`config.mk`:
```
export PLATFORM = sky130hd
export DESIGN_NAME = sdram_cmd_monitor
export DESIGN_NICKNAME = d
export VERILOG_FILES = /design/src/rtl/sdrchk_pkg.sv /design/src/rtl/sdrchk_decode.sv /design/src/rtl/sdrchk_bank.sv /design/src/rtl/sdrchk_log.sv /design/src/rtl/sdram_cmd_monitor.sv
export SDC_FILE = /design/constraint.sdc
export NUM_CORES = 1
export LEC_CHECK = 0
export BUFFER_PORTS_ARGS = -buffer_cell sky130_fd_sc_hd__buf_2
export CORE_MARGIN = 2
export CORE_UTILIZATION = 59
export CTS_CLUSTER_SIZE = 14
export DETAILED_ROUTE_END_ITERATION = 8
export PLACE_DENSITY = 0.81
export SLEW_MARGIN = 20
export SYNTH_ARGS = -nofsm -noshare
export SYNTH_HDL_FRONTEND = slang
export SYNTH_SLANG_ARGS = --single-unit
```
`constraint.sdc`:
```
create_clock -name clk -period 2.5 [get_ports clk]
set_clock_uncertainty 0.15 [all_clocks]
set_input_delay 0 -clock clk [delete_from_list [all_inputs] [get_ports clk]]
set_output_delay 0 -clock clk [all_outputs]
set_load 0.01 [all_outputs]
```
`src/rtl/sdrchk_pkg.sv`:
```
package sdrchk_pkg;

   typedef enum logic [2:0] {
      CMD_NOP,
      CMD_ACT,
      CMD_RD,
      CMD_WR,
      CMD_PRE,
      CMD_REF,
      CMD_MRS,
      CMD_BST
   } cmd_e;

   localparam int unsigned NUM_RULES  = 10;
   localparam int unsigned ERR_CODE_W = 4;

   function automatic int unsigned max_u(input int unsigned a, input int unsigned b);
      return (a > b) ? a : b;
   endfunction

endpackage

```
`src/rtl/sdrchk_decode.sv`:
```
module sdrchk_decode
   import sdrchk_pkg::*;
(
   input  logic cs_n,
   input  logic ras_n,
   input  logic cas_n,
   input  logic we_n,
   output cmd_e cmd
);

   always_comb begin
      cmd = CMD_NOP;
      if (!cs_n) begin
         case ({ras_n, cas_n, we_n})
            3'b011:  cmd = CMD_ACT;
            3'b101:  cmd = CMD_RD;
            3'b100:  cmd = CMD_WR;
            3'b010:  cmd = CMD_PRE;
            3'b001:  cmd = CMD_REF;
            3'b000:  cmd = CMD_MRS;
            3'b110:  cmd = CMD_BST;
            default: cmd = CMD_NOP;
         endcase
      end
   end

endmodule

```
`src/rtl/sdrchk_bank.sv`:
```
module sdrchk_bank
   import sdrchk_pkg::*;
#(
   parameter int unsigned T_RCD     = 3,
   parameter int unsigned T_RP      = 3,
   parameter int unsigned T_RRD     = 2,
   parameter int unsigned T_RAS     = 6,
   parameter int unsigned T_RC      = 10,
   parameter int unsigned BURST_LEN = 4,
   parameter int unsigned TW        = 4
)(
   input  logic clk,
   input  logic rst_n,
   input  cmd_e cmd,
   input  logic sel,
   input  logic ap,
   output logic open,
   output logic recent,
   output logic v_open,
   output logic v_idle,
   output logic v_ap,
   output logic v_rcd,
   output logic v_rp,
   output logic v_ras,
   output logic v_rc
);

   localparam int unsigned AW = $clog2(BURST_LEN + 1);
   localparam logic [TW-1:0] SAT   = {TW{1'b1}};
   localparam logic [TW-1:0] L_RCD = TW'(T_RCD);
   localparam logic [TW-1:0] L_RP  = TW'(T_RP);
   localparam logic [TW-1:0] L_RRD = TW'(T_RRD);
   localparam logic [TW-1:0] L_RAS = TW'(T_RAS);
   localparam logic [TW-1:0] L_RC  = TW'(T_RC);

   logic          open_q;
   logic [TW-1:0] since_act;
   logic [TW-1:0] since_pre;
   logic [AW-1:0] ap_cnt;
   logic          act_me;
   logic          col_me;
   logic          pre_me;

   assign act_me = (cmd == CMD_ACT) && sel;
   assign col_me = ((cmd == CMD_RD) || (cmd == CMD_WR)) && sel;
   assign pre_me = (cmd == CMD_PRE) && (sel || ap);

   always_ff @(posedge clk or negedge rst_n) begin
      if (!rst_n) begin
         open_q    <= 1'b0;
         since_act <= SAT;
         since_pre <= SAT;
         ap_cnt    <= '0;
      end else begin
         if (since_act != SAT) since_act <= since_act + TW'(1);
         if (since_pre != SAT) since_pre <= since_pre + TW'(1);
         if (ap_cnt != '0) ap_cnt <= ap_cnt - AW'(1);
         if (ap_cnt == AW'(1)) begin
            open_q    <= 1'b0;
            since_pre <= TW'(1);
         end
         if (act_me && !open_q) begin
            open_q    <= 1'b1;
            since_act <= TW'(1);
         end
         if (col_me && open_q && (ap_cnt == '0) && ap) begin
            ap_cnt <= AW'(BURST_LEN);
         end
         if (pre_me && open_q) begin
            open_q    <= 1'b0;
            since_pre <= TW'(1);
            ap_cnt    <= '0;
         end
      end
   end

   assign open   = open_q;
   assign recent = (since_act < L_RRD);
   assign v_open = act_me && open_q;
   assign v_rp   = act_me && !open_q && (since_pre < L_RP);
   assign v_rc   = act_me && !open_q && (since_act < L_RC);
   assign v_idle = col_me && !open_q;
   assign v_ap   = col_me && open_q && (ap_cnt != '0);
   assign v_rcd  = col_me && open_q && (ap_cnt == '0) && (since_act < L_RCD);
   assign v_ras  = pre_me && open_q && (since_act < L_RAS);


   ap_open_chk: assert property (@(posedge clk) disable iff (!rst_n)
      (ap_cnt != '0) |-> open_q)
      else $error("auto-precharge pending on a closed bank");


   ap_close_chk: assert property (@(posedge clk) disable iff (!rst_n)
      (ap_cnt == AW'(1)) |=> !open_q)
      else $error("bank not closed at end of auto-precharge burst");


   act_open_chk: assert property (@(posedge clk) disable iff (!rst_n)
      (act_me && !open_q) |=> open_q)
      else $error("activate did not open the bank");

endmodule

```
`src/rtl/sdrchk_log.sv`:
```
module sdrchk_log #(
   parameter int unsigned RULES  = 10,
   parameter int unsigned CNT_W  = 8,
   parameter int unsigned CODE_W = 4
)(
   input  logic                   clk,
   input  logic                   rst_n,
   input  logic                   clr,
   input  logic [RULES-1:0]       viol,
   output logic                   flag,
   output logic [CODE_W-1:0]      code,
   output logic [RULES*CNT_W-1:0] cnt
);

   logic [CODE_W-1:0] first_code;
   logic              flag_q;
   logic [CODE_W-1:0] code_q;

   always_comb begin
      first_code = '0;
      for (int i = int'(RULES) - 1; i >= 0; i--) begin
         if (viol[i]) first_code = CODE_W'(i + 1);
      end
   end

   always_ff @(posedge clk or negedge rst_n) begin
      if (!rst_n) begin
         flag_q <= 1'b0;
         code_q <= '0;
      end else if (clr) begin
         flag_q <= 1'b0;
         code_q <= '0;
      end else if ((|viol) && !flag_q) begin
         flag_q <= 1'b1;
         code_q <= first_code;
      end
   end

   for (genvar gr = 0; gr < int'(RULES); gr++) begin : g_cnt
      logic [CNT_W-1:0] cnt_q;
      always_ff @(posedge clk or negedge rst_n) begin
         if (!rst_n)                           cnt_q <= '0;
         else if (clr)                         cnt_q <= '0;
         else if (viol[gr] && (cnt_q != '1))   cnt_q <= cnt_q + CNT_W'(1);
      end
      assign cnt[gr*CNT_W +: CNT_W] = cnt_q;
   end

   assign flag = flag_q;
   assign code = code_q;


   flag_sticky_chk: assert property (@(posedge clk) disable iff (!rst_n)
      (flag_q && !clr) |=> flag_q)
      else $error("error flag dropped without clear");


   code_hold_chk: assert property (@(posedge clk) disable iff (!rst_n)
      (flag_q && !clr) |=> $stable(code_q))
      else $error("latched code changed while flag set");


   viol_flag_chk: assert property (@(posedge clk) disable iff (!rst_n)
      ((|viol) && !clr) |=> (flag_q && (code_q != '0)))
      else $error("violation did not set flag");


   clr_chk: assert property (@(posedge clk) disable iff (!rst_n)
      clr |=> (!flag_q && (code_q == '0) && (cnt == '0)))
      else $error("clear left state behind");

endmodule

```
`src/rtl/sdram_cmd_monitor.sv`:
```
module sdram_cmd_monitor
   import sdrchk_pkg::*;
#(
   parameter int unsigned NUM_BANKS = 4,
   parameter int unsigned T_RCD     = 3,
   parameter int unsigned T_RP      = 3,
   parameter int unsigned T_RRD     = 2,
   parameter int unsigned T_RAS     = 6,
   parameter int unsigned T_RC      = 10,
   parameter int unsigned T_MRD     = 2,
   parameter int unsigned BURST_LEN = 4,
   parameter int unsigned CNT_W     = 8
)(
   input  logic                          clk,
   input  logic                          rst_n,
   input  logic                          clr,
   input  logic                          cs_n,
   input  logic                          ras_n,
   input  logic                          cas_n,
   input  logic                          we_n,
   input  logic [$clog2(NUM_BANKS)-1:0]  ba,
   input  logic                          ap_bit,
   output logic                          err_flag,
   output logic [ERR_CODE_W-1:0]         err_code,
   output logic [NUM_RULES*CNT_W-1:0]    err_cnt
);

   localparam int unsigned BA_W = $clog2(NUM_BANKS);
   localparam int unsigned TMAX = max_u(max_u(max_u(T_RCD, T_RP), max_u(T_RRD, T_RAS)), T_RC);
   localparam int unsigned TW   = $clog2(TMAX + 1);
   localparam int unsigned MW   = $clog2(T_MRD + 1);

   if ((T_RCD == 0) || (T_RP == 0) || (T_RRD == 0) || (T_RAS == 0) ||
       (T_RC == 0) || (T_MRD == 0) || (BURST_LEN == 0)) begin : g_bad_time
      $error("timing parameters must be at least one cycle");
   end
   if ((NUM_BANKS < 2) || ((NUM_BANKS & (NUM_BANKS - 1)) != 0)) begin : g_bad_banks
      $error("NUM_BANKS must be a power of two of at least 2");
   end
   if (CNT_W == 0) begin : g_bad_cnt
      $error("CNT_W must be at least 1");
   end

   cmd_e cmd;

   sdrchk_decode u_decode (
      .cs_n  (cs_n),
      .ras_n (ras_n),
      .cas_n (cas_n),
      .we_n  (we_n),
      .cmd   (cmd)
   );

   logic [NUM_BANKS-1:0] bk_open;
   logic [NUM_BANKS-1:0] bk_recent;
   logic [NUM_BANKS-1:0] vb_open;
   logic [NUM_BANKS-1:0] vb_idle;
   logic [NUM_BANKS-1:0] vb_ap;
   logic [NUM_BANKS-1:0] vb_rcd;
   logic [NUM_BANKS-1:0] vb_rp;
   logic [NUM_BANKS-1:0] vb_ras;
   logic [NUM_BANKS-1:0] vb_rc;

   for (genvar gi = 0; gi < int'(NUM_BANKS); gi++) begin : g_bank
      sdrchk_bank #(
         .T_RCD     (T_RCD),
         .T_RP      (T_RP),
         .T_RRD     (T_RRD),
         .T_RAS     (T_RAS),
         .T_RC      (T_RC),
         .BURST_LEN (BURST_LEN),
         .TW        (TW)
      ) u_bank (
         .clk    (clk),
         .rst_n  (rst_n),
         .cmd    (cmd),
         .sel    (ba == BA_W'(gi)),
         .ap     (ap_bit),
         .open   (bk_open[gi]),
         .recent (bk_recent[gi]),
         .v_open (vb_open[gi]),
         .v_idle (vb_idle[gi]),
         .v_ap   (vb_ap[gi]),
         .v_rcd  (vb_rcd[gi]),
         .v_rp   (vb_rp[gi]),
         .v_ras  (vb_ras[gi]),
         .v_rc   (vb_rc[gi])
      );
   end

   logic [MW-1:0]        since_mrs;
   logic [NUM_BANKS-1:0] ba_hot;
   logic                 v_mrd;
   logic                 v_busy;
   logic                 v_rrd;
   logic [NUM_RULES-1:0] viol;

   always_ff @(posedge clk or negedge rst_n) begin
      if (!rst_n)                         since_mrs <= MW'(T_MRD);
      else if (cmd == CMD_MRS)            since_mrs <= MW'(1);
      else if (since_mrs != MW'(T_MRD))   since_mrs <= since_mrs + MW'(1);
   end

   assign ba_hot = NUM_BANKS'(1) << ba;
   assign v_mrd  = (cmd != CMD_NOP) && (since_mrs < MW'(T_MRD));
   assign v_busy = ((cmd == CMD_REF) || (cmd == CMD_MRS)) && (|bk_open);
   assign v_rrd  = (cmd == CMD_ACT) && !bk_open[ba] && (|(bk_recent & ~ba_hot));

   assign viol = {|vb_rc, |vb_ras, v_rrd, |vb_rp, |vb_rcd,
                  |vb_ap, |vb_idle, |vb_open, v_busy, v_mrd};

   sdrchk_log #(
      .RULES  (NUM_RULES),
      .CNT_W  (CNT_W),
      .CODE_W (ERR_CODE_W)
   ) u_log (
      .clk   (clk),
      .rst_n (rst_n),
      .clr   (clr),
      .viol  (viol),
      .flag  (err_flag),
      .code  (err_code),
      .cnt   (err_cnt)
   );


   preall_close_chk: assert property (@(posedge clk) disable iff (!rst_n)
      ((cmd == CMD_PRE) && ap_bit) |=> (bk_open == '0))
      else $error("precharge-all left a bank open");


   single_pre_chk: assert property (@(posedge clk) disable iff (!rst_n)
      ((cmd == CMD_PRE) && !ap_bit) |=> !bk_open[$past(ba)])
      else $error("precharge left its bank open");


   mrs_gap_chk: assert property (@(posedge clk) disable iff (!rst_n)
      ($past(cmd == CMD_MRS) && (cmd != CMD_NOP)) |-> viol[0])
      else $error("command right after mode-set not flagged");

endmodule

```
# Yosys cells after proc, flatten, opt, wreduce, memory -nomap -nowiden
# Index checks and enable logic that the tools add are counted.
totals:
  reg_bits: 135
  in_bits: 10
  output_inout_bits: 85
  elab_cells: 335
classes:
  add_sub_neg: 23
  magnitude_cmp: 22
  eq_ne: 38
  shift: 1
  mux: 84
  bitwise_logic: 2
  n_reduce_logical: 136
ops:
  columns: ["operator", "n"]
  rows:
  - ["8-bit two-way mux", 20]
  - ["4-bit two-way mux", 32]
  - ["8-bit by 1-bit adder with 8-bit output, second input constant", 10]
  - ["8-bit != test, second input constant", 10]
  - ["1-bit logical AND", 75]
  - ["3-bit nonzero test", 17]
  - ["4-bit by 2-bit < comparator with 1-bit output, second input constant", 12]
  - ["3-bit two-way mux", 13]
  - ["4-bit OR reduction", 9]
  - ["4-bit by 1-bit adder with 4-bit output, second input constant", 8]
  - ["4-bit != test, second input constant", 8]
  - ["2-bit nonzero test", 16]
  - ["31-bit OR reduction", 1]
  - ["3-bit one-hot mux with 7 select lines", 1]
  - ["3-bit by 1-bit equality test with 1-bit output, second input constant", 6]
  - ["3-bit equality test, second input constant", 6]
  - ["4-bit by 3-bit < comparator with 1-bit output, second input constant", 4]
  - ["4-bit < comparator, second input constant", 4]
  - ["3-bit logical NOT", 5]
  - ["1-bit two-way mux", 15]
  - ["3-bit by 2-bit equality test with 1-bit output, second input constant", 4]
  - ["3-bit by 1-bit subtractor with 3-bit output, second input constant", 4]
  - ["1-bit logical NOT", 6]
  - ["1-bit logical OR", 6]
  - ["other kinds (12)", 14]

# Longest topological paths before layout
depth:
  depth_word: 20
  mapped_depth: 10
  mapped_depth_nobuf: 9

# Hierarchy
# Synthesis repeated with hierarchy kept, for this count alone.
hier_totals:
  hier_cells: 832
  area_unflattened_um2: 7803.7
by_module_without_submodules:
  columns: ["mod", "n_inst", "cells_each", "area_each_um2", "seq_area_each_um2"]
  rows:
  - ["sdrchk_log", 1, 463, 4391.7, 2127.0]
  - ["sdrchk_bank", 4, 80, 768.2, 310.3]
  - ["sdram_cmd_monitor", 1, 41, 285.3, 51.3]
  - ["sdrchk_decode", 1, 8, 53.8, 0.0]

# Least setup slack after synthesis
# OpenSTA, ideal clock, no wires.
synth_timing:
  path_kind: "register to register"
  from: "register g_bank[2].u_bank.ap_cnt[0]"
  to: "register u_log.code_q[0] (netlist: u_log.code[0])"
  setup_time_ps: 66
  arrival_ps: 1974
  t_required_ps: 2284
  setup_slack_ps: 310
  stages_incl_launch_ff: 10
  path_buffers: 0
  period_less_slack_ps: 2190
  cell_sequence: "dfrtp_1 -> inv_1 -> ha_1 -> nor2b_1 -> o22ai_1 -> o21ai_1 -> and2_1 -> nand4_1 -> nor4_1 -> a221o_1"
synth_between:
  elab_chain_cells: 12
  word_cells_on_any_way: 18
  cone_classes: "mux: 8; reduce/logical: 10"
synth_lines:
  columns: ["item", "line_no", "text"]
  rows:
  - ["from (decl)", "sdrchk_bank.sv:39", "logic [AW-1:0] ap_cnt;"]
  - ["from (signal assigned)", "sdrchk_bank.sv:57", "if (ap_cnt != '0) ap_cnt <= ap_cnt - AW'(1);"]
  - ["from (signal assigned)", "sdrchk_bank.sv:67", "ap_cnt <= AW'(BURST_LEN);"]
  - ["3-bit logical NOT", "sdrchk_bank.sv:84", "assign v_rcd = col_me && open_q && (ap_cnt == '0) && (since_act < L_RCD);"]
  - ["1-bit logical AND (2 in series)", "sdrchk_bank.sv:84", null]
  - ["4-bit OR reduction", "sdram_cmd_monitor.sv:109", "assign viol = {|vb_rc, |vb_ras, v_rrd, |vb_rp, |vb_rcd,"]
  - ["4-bit two-way mux (6 in series)", "sdrchk_log.sv:22", "if (viol[i]) first_code = CODE_W'(i + 1);"]
  - ["4-bit two-way mux", "sdrchk_log.sv:33", "end else if ((|viol) && !flag_q) begin"]
  - ["4-bit two-way mux", "sdrchk_log.sv:30", "end else if (clr) begin"]
  - ["to (signal assigned)", "sdrchk_log.sv:35", "code_q <= first_code;"]
  - ["to (decl)", "sdrchk_log.sv:17", "logic [CODE_W-1:0] code_q;"]
# Parallel ways exist; a longest one is shown, timed or not. The select of a mux whose other input is x is not followed.
# A chain may end at the register's enable or synchronous reset.

# Worst setup path in the final report
layout_timing:
  from: "register g_bank[0].u_bank.since_pre[0]"
  to: "register u_log.g_cnt[6].cnt_q[7]"
layout_between:
  elab_chain_cells: 5
layout_lines:
  columns: ["item", "line_no", "text"]
  rows:
  - ["from (decl)", "sdrchk_bank.sv:38", "logic [TW-1:0] since_pre;"]
  - ["from (signal assigned)", "sdrchk_bank.sv:56", "if (since_pre != SAT) since_pre <= since_pre + TW'(1);"]
  - ["4-bit by 2-bit < comparator with 1-bit output", "sdrchk_bank.sv:80", "assign v_rp = act_me && !open_q && (since_pre < L_RP);"]
  - ["1-bit logical AND", "sdrchk_bank.sv:80", null]
  - ["4-bit OR reduction", "sdram_cmd_monitor.sv:109", null]
  - ["1-bit logical AND", "sdrchk_log.sv:44", "else if (viol[gr] && (cnt_q != '1)) cnt_q <= cnt_q + CNT_W'(1);"]
  - ["2-bit nonzero test (no line)", null, null]
  - ["to (signal assigned)", "sdrchk_log.sv:44", null]
  - ["to (decl)", "sdrchk_log.sv:40", "logic [CNT_W-1:0] cnt_q;"]
# No other way between the ends.

==> qor.yml <==
yosysUniqueCellTypes: 69
finalWirelength_um: 17450
dr_total_vias: 6226
hold_path.class: "input pin to async pin"
maxCapViolCount: 0
htree_levels: 4
yosys.area.top_type_share: 0.3412
status: "finished, final reports clean"
syn_avg_cell_area_um2: 9.805
syn_area_mm2: 0.007481
firstDrtPassIters: 5
fill_cells: 916
synth_common_cells: "123 x nor2_1, 102 x dfrtp_1, 43 x nand2_1, 38 x xor2_1"
final_area_mm2: 0.008889
clock-sinks: 135
peakVddDrop_mv: 0.6098
cp_slowest_cell: "dfstp_2"
yosys_warnings: 0
synth_enable_flop_cells: 0
grt_pass1_vias: 5922
die_h_um: 116.6
grt.overflow.total: 0
cts_tree: "built"
die_area_mm2: 0.01360
ant_nets: 0
hpwl_um: 12130
cts_root_buffer: "clkbuf_16"
fin_nets: 917
crit_path_start_kind: "flip-flop"
ys.flop_type: "dfrtp_1"
grt_max_degree: 55
ioPinCount: 95
path_clk_slew_ns: 0.06
start_util: 0.5977
whs_ns: 0.03228
num_rows: 41
slew_headroom: 0.5067
post-route-drc-count: 0
endpoint_kind: "flip-flop"
layout_min_cycle_time_ns: 2.366
gp_congestion: 0.8782
insertion_delay_ns: 0.43
postSynthNetCount: 804
yosysMostFrequentCell: "nor2_1"
worstPathCellList: "ha_1 > nor3_1 > a22oi_1 > a21o_1 > buf_4 > nor2_4 > nand4_4 > or3_1 > a21oi_1"
cts_buffers: 17
slowest_delay_ns: 0.39
worst_pin_slew_ns: 0.7400
drive_gt1_frac: 0.2396
routedWlPerCell_um: 16.45
fmax_mhz: 422.7
die-width_um: 116.6
antenna_found_initial: 0
ys_top_cells_by_area: "dfrtp_1 34%, dfstp_2 12%, nor2_1 6.2%"
setup_viol: 0
p_leak_nw: 4.213
yosys.area.top_type: "dfrtp_1"
core_area_mm2: 0.01252
path_max_fanout: 5
synth-seq-cells: 135
required_ns: 2.70
fin_crit_sh: 0.9462
drt_iter0_markers: 487
placed_area_mm2: 0.008180
syn_to_final_growth_pct: 18.82
max-clock-path-buffers: 2
io_buffers: 94
critPathArrivalTime_ns: 2.57
grt_pass1_wl_um: 28560
finalHoldViolCount: 0
grt.total_usage: 0.2702
seq_area_frac_synth: 0.4571
crit_type: "flip-flop to flip-flop"
antenna_cells_inserted: 0
vias_per_cell: 5.868
synth-async-reset-ratio: 1.000
postSynthCellCount: 763
slew_viol_final: 0
cellPowerDensity_mw_per_mm2: 911.5
==> cells in the final DEF (no fill, tap or decap), types with 27 or more instances in the layout <==
| cell type | instances |
|---|---|
| nor2_1 | 123 |
| dfrtp_1 | 102 |
| buf_2 | 93 |
| nand2_1 | 43 |
| xor2_1 | 38 |
| nand3_1 | 33 |
| dfstp_2 | 33 |
| nand4_1 | 31 |
| ha_1 | 31 |
| xnor2_1 | 29 |
| nor3_1 | 27 |
==> registers in the layout, summed over array words and instances, names as in the netlist <==
signal and cells:
g_bank.u_bank.ap_cnt 12, g_bank.u_bank.open 4, g_bank.u_bank.since_act 16, g_bank.u_bank.since_pre 16, since_mrs 2, u_log.code 4, u_log.flag 1, u_log.g_cnt.cnt_q 80
==> layer usage <==
metal,global-route usage,wire length [um]
met5,0,0
met4,0.09961,342
met3,0.07317,987
met2,0.4504,8786
met1,0.3398,7333
==> repair_timing <==
action / CTS / global route
endpoints found under the hold margin: 126 / 0
gates resized for setup: 1 / 11
endpoints found under the setup margin: 4 / 19
hold buffers: 7 / 0
pin swaps: 0 / 1
buffers inserted: 0 / 1
==> critical path, delay by kind of cell, from the launching register on <==
kind	cells	cell delay [ns]
AO/OA/AOI/OAI	3	0.47
adder cells (fa/ha/maj)	1	0.24
buffers and inverters	1	0.15
flip-flops	1	0.39
AND/OR/NAND/NOR	4	0.87
==> power breakdown <==
part           internal [mW]  switching (mW)  total [mW]
registers               2.85           0.559        3.41
logic                   1.01            1.23        2.23
clock network           1.42            1.04        2.46
==> cells by family (layout without fill, tap and decap cells) <==
| group | count (synthesis) | in the layout | share of synthesized area |
|---|---|---|---|
| muxes | 26 | 26 | 0.03696 |
| AOI/OAI and AO/OA | 109 | 109 | 0.1030 |
| and+or+nand+nor | 348 | 348 | 0.2444 |
| buffers and inverters | 47 | 173 | 0.02827 |
| DFF | 135 | 135 | 0.4571 |
| xor gates and xnor gates | 67 | 67 | 0.07844 |
| adders and majority gates | 31 | 31 | 0.05185 |
==> through the flow <==
step	power, mW	util	setup TNS (ns)	worst slack, ns	instances
global route	8.615	0.7101	-0.01337	-0.01096	1061
finish	8.102	0.7101	0	0.1345	1061
global placement	5.384	0.6535	0	0.1187	1021
CTS	8.091	0.7055	0	0.002934	1060
detailed placement	5.614	0.6535	-0.08543	-0.03889	1021
floorplan	4.981	-	0	0.3104	763
==> area by class of cell <==
cell class                      count  area (um2)  share of cell area
Multi-Input combinational cell    581        3901              0.4389
Sequential cell                   135        3420              0.3847
Timing Repair Buffer              119       690.7             0.07770
Clock buffer                       18       439.2             0.04941
Tap cell                          172       215.2             0.02421
Clock inverter                     14       140.1             0.01577
Inverter                           22       82.58            0.009291
==> final timing paths <==
kind / start / end / slack [ns] / depth (start not counted)
worst min-delay path: rst_n / u_log.g_cnt[9].cnt_q[1] / 0.03 / 2
max in group asynchronous: rst_n / g_bank[3].u_bank.since_act[1] / 1.32 / 3
worst max register to register: g_bank[0].u_bank.since_pre[0] / u_log.g_cnt[6].cnt_q[7] / 0.13 / 9
worst max-delay path: g_bank[0].u_bank.since_pre[0] / u_log.g_cnt[6].cnt_q[7] / 0.13 / 9
min in group clk: cs_n / g_bank[1].u_bank.ap_cnt[2] / 0.04 / 4
worst min register to register: since_mrs[0] / since_mrs[0] / 0.38 / 2
No activity file was read; power rests on OpenSTA's default activity.
